===== src/rtl/spi_seq_pkg.sv =====
package spi_seq_pkg;

  typedef enum logic [2:0] {
    ST_IDLE,
    ST_XFER,
    ST_RSP,
    ST_SETUP,
    ST_HOLD,
    ST_DIS
  } seq_state_t;

  // Edge numbering within a byte: 0..15, even = first edge of a period.
  function automatic logic is_sample_edge(input logic [3:0] idx, input logic cpha);
    return idx[0] == cpha;
  endfunction

  // Data moves to the next bit on the non-sampling edges; with phase 1 the
  // first bit is already on the line, so edge 0 does not shift.
  function automatic logic is_shift_edge(input logic [3:0] idx, input logic cpha);
    if (cpha) return (idx[0] == 1'b0) && (idx != 4'd0);
    return idx[0] == 1'b1;
  endfunction

  function automatic logic pin_level(input logic active, input logic pol);
    return active ? pol : ~pol;
  endfunction

endpackage


===== src/rtl/spi_seq_clkgen.sv =====
module spi_seq_clkgen #(
  parameter int CW = 12
) (
  input  logic          clk,
  input  logic          rst_n,
  input  logic          run,
  input  logic          cpol,
  input  logic [CW-1:0] div,
  output logic          sclk,
  output logic          tick,
  output logic [3:0]    edge_idx,
  output logic          last_edge
);

  logic [CW-1:0] cnt;
  logic [3:0]    idx_q;
  logic          sclk_q;

  assign tick      = run && (cnt == div);
  assign last_edge = tick && (idx_q == 4'd15);
  assign edge_idx  = idx_q;
  assign sclk      = run ? sclk_q : cpol;

  always_ff @(posedge clk or negedge rst_n) begin
    if (!rst_n) begin
      cnt    <= '0;
      idx_q  <= '0;
      sclk_q <= 1'b0;
    end else if (!run) begin
      cnt    <= '0;
      idx_q  <= '0;
      sclk_q <= cpol;
    end else if (tick) begin
      cnt    <= '0;
      idx_q  <= idx_q + 4'd1;
      sclk_q <= ~sclk_q;
    end else begin
      cnt <= cnt + 1'b1;
    end
  end

  AST_TICK_SPACING: assert property (@(posedge clk) disable iff (!rst_n)
    (tick && (div != '0) && $stable(div)) |=> !tick);

  AST_SCLK_STEADY: assert property (@(posedge clk) disable iff (!rst_n)
    (run && $past(run) && !$past(tick)) |-> $stable(sclk));

endmodule


===== src/rtl/spi_seq_shifter.sv =====
module spi_seq_shifter
  import spi_seq_pkg::*;
(
  input  logic       clk,
  input  logic       rst_n,
  input  logic       load,
  input  logic [7:0] load_byte,
  input  logic       cpha,
  input  logic       tick,
  input  logic [3:0] edge_idx,
  input  logic       miso,
  output logic       mosi,
  output logic [7:0] rx_byte
);

  logic [7:0] tx_q;
  logic [7:0] rx_q;
  logic       take_bit;
  logic       move_bit;

  assign take_bit = tick && is_sample_edge(edge_idx, cpha);
  assign move_bit = tick && is_shift_edge(edge_idx, cpha);
  assign mosi     = tx_q[7];
  assign rx_byte  = rx_q;

  always_ff @(posedge clk or negedge rst_n) begin
    if (!rst_n) begin
      tx_q <= '0;
      rx_q <= '0;
    end else if (load) begin
      tx_q <= load_byte;
      rx_q <= '0;
    end else begin
      if (take_bit) rx_q <= {rx_q[6:0], miso};
      if (move_bit) tx_q <= {tx_q[6:0], 1'b0};
    end
  end

  AST_ONE_ROLE_PER_EDGE: assert property (@(posedge clk) disable iff (!rst_n)
    !(take_bit && move_bit));

endmodule


===== src/rtl/spi_cmd_sequencer.sv =====
module spi_cmd_sequencer
  import spi_seq_pkg::*;
#(
  parameter int NCS = 4,
  parameter int CW  = 12
) (
  input  logic           clk,
  input  logic           rst_n,
  input  logic           cfg_cpol,
  input  logic           cfg_cpha,
  input  logic [CW-1:0]  cfg_div,
  input  logic [CW-1:0]  cfg_setup,
  input  logic [CW-1:0]  cfg_hold,
  input  logic [CW-1:0]  cfg_disable,
  input  logic [NCS-1:0] cfg_cs_pol,
  input  logic           cmd_valid,
  output logic           cmd_ready,
  input  logic [7:0]     cmd_data,
  input  logic           cmd_wr,
  input  logic           cmd_rd,
  input  logic           cmd_cs,
  output logic           rsp_valid,
  input  logic           rsp_ready,
  output logic [7:0]     rsp_data,
  output logic           spi_sclk,
  output logic           spi_mosi,
  input  logic           spi_miso,
  output logic [NCS-1:0] spi_cs
);

  localparam int IDXW = 7;

  function automatic logic [NCS-1:0] line_mask(input logic [IDXW-1:0] idx);
    logic [NCS-1:0] m;
    for (int i = 0; i < NCS; i++) m[i] = (idx == IDXW'(i));
    return m;
  endfunction

  seq_state_t     state;
  logic [CW-1:0]  dly;
  logic [NCS-1:0] cs_act;
  logic [IDXW-1:0] idx_q;
  logic           rd_q;
  logic           wr_q;

  // named internal events
  logic           accept;
  logic           start_xfer;
  logic           cs_op;
  logic           byte_last;
  logic           xfer_run;
  logic           tick;
  logic [3:0]     edge_idx;
  logic [NCS-1:0] sel_now;
  logic [NCS-1:0] sel_held;
  logic           dly_zero;

  assign cmd_ready  = (state == ST_IDLE);
  assign rsp_valid  = (state == ST_RSP);
  assign accept     = cmd_valid && cmd_ready;
  assign cs_op      = accept && cmd_cs;
  assign start_xfer = accept && !cmd_cs && (cmd_wr || cmd_rd);
  assign xfer_run   = (state == ST_XFER);
  assign sel_now    = line_mask(cmd_data[IDXW-1:0]);
  assign sel_held   = line_mask(idx_q);
  assign dly_zero   = (dly == '0);

  spi_seq_clkgen #(.CW(CW)) u_clk (
    .clk       (clk),
    .rst_n     (rst_n),
    .run       (xfer_run),
    .cpol      (cfg_cpol),
    .div       (cfg_div),
    .sclk      (spi_sclk),
    .tick      (tick),
    .edge_idx  (edge_idx),
    .last_edge (byte_last)
  );

  spi_seq_shifter u_shift (
    .clk       (clk),
    .rst_n     (rst_n),
    .load      (start_xfer),
    .load_byte (cmd_wr ? cmd_data : 8'h00),
    .cpha      (cfg_cpha),
    .tick      (tick),
    .edge_idx  (edge_idx),
    .miso      (spi_miso),
    .mosi      (spi_mosi),
    .rx_byte   (rsp_data)
  );

  always_ff @(posedge clk or negedge rst_n) begin
    if (!rst_n) begin
      state  <= ST_IDLE;
      dly    <= '0;
      cs_act <= '0;
      idx_q  <= '0;
      rd_q   <= 1'b0;
      wr_q   <= 1'b0;
    end else begin
      unique case (state)
        ST_IDLE: begin
          if (cs_op) begin
            idx_q <= cmd_data[IDXW-1:0];
            if (cmd_data[7]) begin
              cs_act <= cs_act | sel_now;
              dly    <= cfg_setup;
              state  <= ST_SETUP;
            end else begin
              dly   <= cfg_hold;
              state <= ST_HOLD;
            end
          end else if (start_xfer) begin
            rd_q  <= cmd_rd;
            wr_q  <= cmd_wr;
            state <= ST_XFER;
          end
        end
        ST_XFER: begin
          if (byte_last) state <= rd_q ? ST_RSP : ST_IDLE;
        end
        ST_RSP: begin
          if (rsp_ready) state <= ST_IDLE;
        end
        ST_SETUP: begin
          if (dly_zero) state <= ST_IDLE;
          else          dly   <= dly - 1'b1;
        end
        ST_HOLD: begin
          if (dly_zero) begin
            cs_act <= cs_act & ~sel_held;
            dly    <= cfg_disable;
            state  <= ST_DIS;
          end else begin
            dly <= dly - 1'b1;
          end
        end
        ST_DIS: begin
          if (dly_zero) state <= ST_IDLE;
          else          dly   <= dly - 1'b1;
        end
        default: state <= ST_IDLE;
      endcase
    end
  end

  for (genvar g = 0; g < NCS; g++) begin : g_pin
    assign spi_cs[g] = pin_level(cs_act[g], cfg_cs_pol[g]);
  end

  AST_RSP_HELD: assert property (@(posedge clk) disable iff (!rst_n)
    (rsp_valid && !rsp_ready) |=> (rsp_valid && $stable(rsp_data)));

  AST_CS_CHANGE_SOURCE: assert property (@(posedge clk) disable iff (!rst_n)
    (cs_act != $past(cs_act)) |-> ($past(state) == ST_IDLE || $past(state) == ST_HOLD));

  AST_READ_ONLY_LOW: assert property (@(posedge clk) disable iff (!rst_n)
    (xfer_run && !wr_q) |-> !spi_mosi);

  AST_NO_TAKE_WHILE_RSP: assert property (@(posedge clk) disable iff (!rst_n)
    rsp_valid |-> !cmd_ready);

  AST_BYTE_ENDS_XFER: assert property (@(posedge clk) disable iff (!rst_n)
    byte_last |=> !xfer_run);

endmodule


===== config.mk =====
export PLATFORM = sky130hd
export DESIGN_NAME = spi_cmd_sequencer
export DESIGN_NICKNAME = d
export VERILOG_FILES = /design/src/rtl/spi_seq_pkg.sv /design/src/rtl/spi_seq_clkgen.sv /design/src/rtl/spi_seq_shifter.sv /design/src/rtl/spi_cmd_sequencer.sv
export SDC_FILE = /design/constraint.sdc
export NUM_CORES = 1
export LEC_CHECK = 0
export ABC_AREA = 1
export BUFFER_PORTS_ARGS = -buffer_cell sky130_fd_sc_hd__buf_2
export CAP_MARGIN = 20
export CORE_MARGIN = 1
export CORE_UTILIZATION = 45
export CTS_BUF_LIST = sky130_fd_sc_hd__clkbuf_8 sky130_fd_sc_hd__clkbuf_16
export DETAILED_ROUTE_END_ITERATION = 6
export PLACE_DENSITY = 0.68
export SLEW_MARGIN = 20
export SYNTH_ARGS = -nofsm -noshare
export SYNTH_HDL_FRONTEND = slang
export SYNTH_SLANG_ARGS = --single-unit

===== constraint.sdc =====
create_clock -name clk -period 3.5 [get_ports clk]
set_input_delay 1.05 -clock clk [delete_from_list [all_inputs] [get_ports clk]]
set_output_delay 1.05 -clock clk [all_outputs]
set_load 0.01 [all_outputs]

==> results of run 1 <==
flip-flops by register name (all words and copies together), names as in the netlist:
name             cells
idx_q                7
u_shift.rx_byte      8
rd_q                 1
u_clk.edge_idx       4
state                3
u_clk.cnt           12
u_shift.tx_q         8
cs_act               4
dly                 12
u_clk.sclk_q         1
cell type report:
type | instances | area (um^2) | area share
Sequential cell | 60 | 1500 | 0.313
Tap cell | 108 | 135 | 0.0282
Multi-Input combinational cell | 450 | 2190 | 0.458
Timing Repair Buffer | 88 | 448 | 0.0934
Inverter | 83 | 312 | 0.0650
Clock inverter | 5 | 51.3 | 0.0107
Clock buffer | 11 | 151 | 0.0316
logic make-up (layout without fill, tap and decap cells):
| kind of cell | count (synthesis) | after routing | share of synthesized area |
|---|---|---|---|
| and+or+nand+nor | 376 | 376 | 0.410 |
| buffers and inverters | 94 | 187 | 0.0961 |
| DFF | 60 | 60 | 0.367 |
| AOI/OAI and AO/OA | 51 | 51 | 0.0728 |
| xor gates and xnor gates | 18 | 18 | 0.0386 |
| adders and majority gates | 5 | 5 | 0.0153 |
power by group:
part / total (mW) / switching, mW / internal, mW
sequential: 1.07 / 0.170 / 0.903
clock: 0.641 / 0.278 / 0.362
combinational: 1.29 / 0.821 / 0.467
total: 3.00 / 1.27 / 1.73
stage by stage:
| stage | total power [mW] | hold slack, ps | util | cell area [um^2] |
|---|---|---|---|---|
| floorplan | 2.08 | 449 | - | 4090 |
| global placement | 2.34 | 466 | 0.524 | 4590 |
| detailed placement | 2.37 | 475 | 0.524 | 4590 |
| CTS | 3.03 | 491 | 0.547 | 4790 |
| global route | 3.30 | 502 | 0.547 | 4790 |
| finish | 3.00 | 485 | 0.547 | 4790 |
synthesized netlist by cell type (2+ instances only):
cell type	number	area [um^2]
nor3b_1	3	22.5
inv_1	72	270
o21ai_0	26	130
nand2_1	221	830
buf_6	4	45.0
or2_2	7	43.8
xor2_1	14	123
nand2_4	2	22.5
nor2_1	52	195
a21boi_2	3	33.8
xnor2_1	4	35.0
ha_1	5	62.6
clkbuf_1	3	11.3
o211ai_1	4	30.0
nor2_4	4	45.0
nand3_1	46	230
nand4_1	14	87.6
o21ai_1	8	40.0
nand2_2	8	50.1
nor2_2	9	56.3
buf_4	2	15.0
dfrtp_1	60	1500
a21oi_1	5	25.0
nor3_1	5	25.0
nand3_4	2	35.0
inv_2	11	41.3
a21boi_1	2	15.0
metal layers:
metal	track usage	vias to the layer above	part of all wire
li1	-	2063	-
met1	0.275	1767	0.50
met3	0.0482	16	0.041
met5	0	-	0
met2	0.328	77	0.45
met4	0.0622	0	0.017
layout by cell type (no fill, tap or decap), types with 5 or more instances in the layout:
| cell type | Yosys | final |
|---|---|---|
| a21oi_1 | 5 | 5 |
| buf_2 | 1 | 85 |
| clkbuf_8 | 0 | 11 |
| dfrtp_1 | 60 | 60 |
| ha_1 | 5 | 5 |
| inv_1 | 72 | 73 |
| inv_2 | 11 | 11 |
| nand2_1 | 221 | 221 |
| nand2_2 | 8 | 8 |
| nand3_1 | 46 | 46 |
| nand4_1 | 14 | 14 |
| nor2_1 | 52 | 52 |
| nor2_2 | 9 | 9 |
| nor3_1 | 5 | 5 |
| o21ai_0 | 26 | 26 |
| o21ai_1 | 8 | 8 |
| or2_2 | 7 | 7 |
| xor2_1 | 14 | 14 |
critical path: cells and delay by family (launching register included):
kind | cells | cell delay [ps]
DFF | 1 | 500
and+or+nand+nor | 1 | 110
buffers and inverters | 4 | 580
AOI/OAI and AO/OA | 1 | 160
final timing paths:
check                                startpoint  depth (start not counted)                             end
setup / recovery           state[0]$_DFFE_PN0P_                          6                        spi_sclk
setup reg to reg             dly[0]$_DFFE_PN0P_                         11              dly[3]$_DFFE_PN0P_
hold / removal               dly[0]$_DFFE_PN0P_                          2              dly[0]$_DFFE_PN0P_
max in group asynchronous                 rst_n                          2          u_clk.cnt[8]$_DFF_PN0_
min in group asynchronous                 rst_n                          2  u_shift.rx_byte[2]$_DFFE_PN0P_
hold reg to reg              dly[0]$_DFFE_PN0P_                          2              dly[0]$_DFFE_PN0P_
==> results by group, run 1 <==
Route
  • DR vias/cell: 4.87
  • Via count: 3923
  • DR pass1 iterations: 5
  • # DRC: 0
  • Drt total wl: 9.13 mm
  • Final ANT Viol Nets: 0
  • Routed len/inst: 11.3 um
  • DRC violation total after the first TritonRoute iteration: 163

Finish
  • Filler Cell Count: 859
  • Final Non-Filler Cells: 805
  • Antenna cells: 0
  • Nets: 767
  • Ratio of cells with drive above 1 in the final layout: 0.218
  • Layout area overhead: 17.2%

Setup path
  • Crit. End Element: output port
  • Max FO, Critical Path: 14
  • Slowest CP cell: dfrtp_1
  • Critical Path Start Type: register
  • Critical path class: reg -> out
  • FF-to-FF setup slack: 1620 ps
  • WP data arrival: 1700 ps
  • Worst Path Required: 2450 ps
  • Most used cell, CP: inv_2
  • Critical path, cell by cell: inv_2 -> nor3_4 -> buf_4 -> inv_2 -> o21ai_1 -> buf_2
  • CP max stage delay: 500 ps

Placement
  • Pre-CTS WS: 959 ps
  • HPWL Detailed: 6.85 mm
  • Routability Congestion: 0.869
  • Dpl cells: 789
  • Port buffer count: 85

Floorplanning
  • Starting Density: 0.467
  • Total die area: 9470 um^2
  • Core area: 8760 um^2
  • Die Y: 97.3 um
  • Cell Rows: 34
  • Ports: 86
  • Die W: 97.3 um

STA
  • Period utilization: 0.785
  • Clk_skew: 8.92 ps
  • RSZ-0062 raised after global routing: false
  • Setup TNS: 0 ps
  • Final min period: 2750 ps
  • Max_slew headroom: 0.480
  • Slew Limit Fails: 0
  • # setup viols final: 0
  • F_max: 364 MHz
  • Final Hold Fails: 0
  • Slew @ Worst Pin: 780 ps
  • Fin worst setup slack: 754 ps

Yosys
  • Number of flops mapped to enable cells by yosys: 0
  • Syn_area_per_cell: 6.77 um^2
  • Flops & latches, synth: 60
  • Synth Warn #: 0
  • Post-synthesis sequential area ratio: 0.367
  • Library cells used by synthesis: 35
  • Async SR Flop Fraction: 1.00
  • Prevailing post-synth register cell: dfrtp_1
  • Syn nets: 679
  • Gate Count Post-Synth: 604
  • Synthesized area: 4090 um^2

CTS
  • H-tree Lvls: 3
  • CTS Root Cell: clkbuf_8
  • Clock sinks: 60
  • Post-CTS Hold Fix Bufs: 0
  • CTS buffer count: 9
  • CTS resizes: 0
  • Clock latency on the worst-skew pair: 340 ps
  • Clk slew on worst S/H paths: 70 ps
  • Maximum root-to-sink buffer count: 2
  • Post-CTS setup buffers: 0
  • CTS tree: done

Global routing
  • Largest net degree at the start of global routing: 61
  • Initial antenna violation count: 0
  • Grt ovf: 0
  • Vias in the first global route: 3631
  • First-pass GRT wire length: 15.8 mm
  • GRT Util Overall: 0.205

Run
  • # Max-Cap Violations: 0

Min path
  • Hold Path Class: reg -> reg

Outcome
  • Status: complete, no violations

Power
  • Max VDD drop: 0.377 mV
  • Power per Cell Area: 626 nW/um^2
  • Lkg Pwr: 2.60 nW
(Power assumes the default switching activity.)
==> run 2, diff against run 1 <==
Settings changed: PLACE_DENSITY 0.68 to 0.7.
Clock period 3.5 ns to 2.4 ns, I/O delays scaled along.
==> results by group, run 2 (synthesis gave the netlist of run 1 again) <==
Outcome
  • Status: complete, no violations

CTS
  • CTS Root Cell: clkbuf_8
  • Post-CTS setup buffers: 0
  • CTS resizes: 0
  • CTS tree: done
  • H-tree Lvls: 3
  • Maximum root-to-sink buffer count: 2
  • Post-CTS Hold Fix Bufs: 0
  • Clock sinks: 60
  • CTS buffer count: 9
  • Clock latency on the worst-skew pair: 340 ps
  • Clk slew on worst S/H paths: 70 ps

Global routing
  • Largest net degree at the start of global routing: 23
  • Initial antenna violation count: 0
  • Met3 global-route usage: 0.0432
  • GRT Util Overall: 0.217
  • Vias in the first global route: 3769
  • Met2 Usage GRT: 0.339
  • Grt ovf: 0
  • First-pass GRT wire length: 16.8 mm
  • Grt peak-use layer: met2
  • M1 GR Usage: 0.300

Route
  • Via count: 3994
  • Routed len/inst: 11.9 um
  • DR pass1 iterations: 4
  • Drt total wl: 9.63 mm
  • Final ANT Viol Nets: 0
  • DRC violation total after the first TritonRoute iteration: 184
  • DR vias/cell: 4.96
  • # DRC: 0

Run
  • # Max-Cap Violations: 0

STA
  • Max_slew headroom: 0.648
  • Fin worst setup slack: 194 ps
  • Slew @ Worst Pin: 528 ps
  • Period utilization: 0.919
  • Final min period: 2210 ps
  • RSZ-0062 raised after global routing: false
  • Slew Limit Fails: 0
  • Final Hold Fails: 0
  • # setup viols final: 0
  • Clk_skew: 6.47 ps
  • Setup TNS: 0 ps
  • F_max: 453 MHz

Finish
  • Layout area overhead: 17.0%
  • Top flop regs: dly x12, u_clk.cnt x12
  • Antenna cells: 0
  • Commonest cells after routing, fill and taps aside: nand2_1, buf_2, inv_1
  • Commonest non-fill, non-tap cell in the layout: nand2_1
  • Nets: 770
  • Filler Cell Count: 853
  • Ratio of cells with drive above 1 in the final layout: 0.219
  • Post-route cell area: 4780 um^2
  • Final design utilization: 0.546

Placement
  • Port buffer count: 85
  • Routability Congestion: 0.884
  • Pre-CTS WS: 273 ps
  • Placed cell areas: 4630 um^2
  • HPWL Detailed: 7.44 mm

Power
  • Max VDD drop: 0.337 mV
  • Power per Cell Area: 886 nW/um^2
  • Lkg Pwr: 2.60 nW

Floorplanning
  • Total die area: 9470 um^2
  • Starting Density: 0.467
  • Ports: 86
  • Die W: 97.3 um
  • Core area: 8760 um^2
  • Die Y: 97.3 um
  • Cell Rows: 34

Setup path
  • Reg-to-reg startpoint: dly[0]$_DFFE_PN0P_
  • Critical path class: reg -> out
  • Worst Path Required: 1680 ps
  • Slowest CP cell: dfrtp_1
  • Worst r2r dst: dly[3]$_DFFE_PN0P_
  • Critical Path Start Type: register
  • Critical path, cell by cell: inv_2 -> nor3_4 -> inv_2 -> o21ai_1 -> buf_2
  • Most used cell, CP: inv_2
  • Max FO, Critical Path: 7
  • CP max stage delay: 490 ps
  • Crit. End Element: output port
  • Worst Reg2Reg Path Length in Cells: 11
  • WP data arrival: 1490 ps
  • FF-to-FF setup slack: 520 ps

Min path
  • Hold Path Class: in -> async
-- run 2: changes by cell type in the layout (fill, tap and decap cells not counted) --
cell        previous run  this run
clkinvlp_4             1         0
buf_4                  3         5
clkbuf_8              11        10
clkinv_2               2         3
buf_12                 0         1
bufinv_16              1         0
-- run 2: power breakdown --
| part | leakage (nW) | switching, mW | internal (mW) |
|---|---|---|---|
| logic | 1.72 | 1.22 | 0.688 |
| clock network | 0.0890 | 0.382 | 0.382 |
| registers | 0.787 | 0.250 | 1.32 |
-- run 2: metal layers --
layer,share of wire,wire [um]
met1,0.47,4550
met2,0.46,4470
met3,0.048,461
met4,0.015,146
met5,0,0
-- run 2: area by class of cell --
class	instances	area [um^2]	area share
inverter	83	312	0.0651
sequential	60	1500	0.314
clock inverter	4	18.8	0.00392
multi-input combinational	450	2190	0.459
tap	108	135	0.0283
timing repair buffer	91	483	0.101
clock buffer	10	138	0.0288
-- run 2: stage by stage --
stage          total power [mW]  cells  hold slack, ps
6_report                   4.24    806             356
3_3_place_gp               3.44    792             465
3_5_place_dp               3.50    792             469
4_1_cts                    4.27    806             363
5_1_grt                    4.67    806             367
2_1_floorplan              3.04    604             424
-- run 2: critical path: cells and delay by family, from the launching register on --
kind                   cells  cell delay, ps
and+or+nand+nor            1             150
AOI/OAI and AO/OA          1             160
DFF                        1             490
buffers and inverters      3             350
-- run 2: worst max-delay path by stage --
| stage | cells past startpoint | to | from |
|---|---|---|---|
| 2_1_floorplan | 4 | spi_sclk | state[0]$_DFFE_PN0P_ |
| 3_5_place_dp | 8 | u_shift.tx_q[6]$_DFFE_PN0P_ | cfg_div[3] |
| 6_report | 5 | spi_sclk | state[0]$_DFFE_PN0P_ |
| 5_1_grt | 5 | spi_sclk | state[0]$_DFFE_PN0P_ |
| 3_3_place_gp | 8 | u_shift.tx_q[1]$_DFFE_PN0P_ | cfg_div[3] |
| 4_1_cts | 5 | spi_sclk | state[0]$_DFFE_PN0P_ |
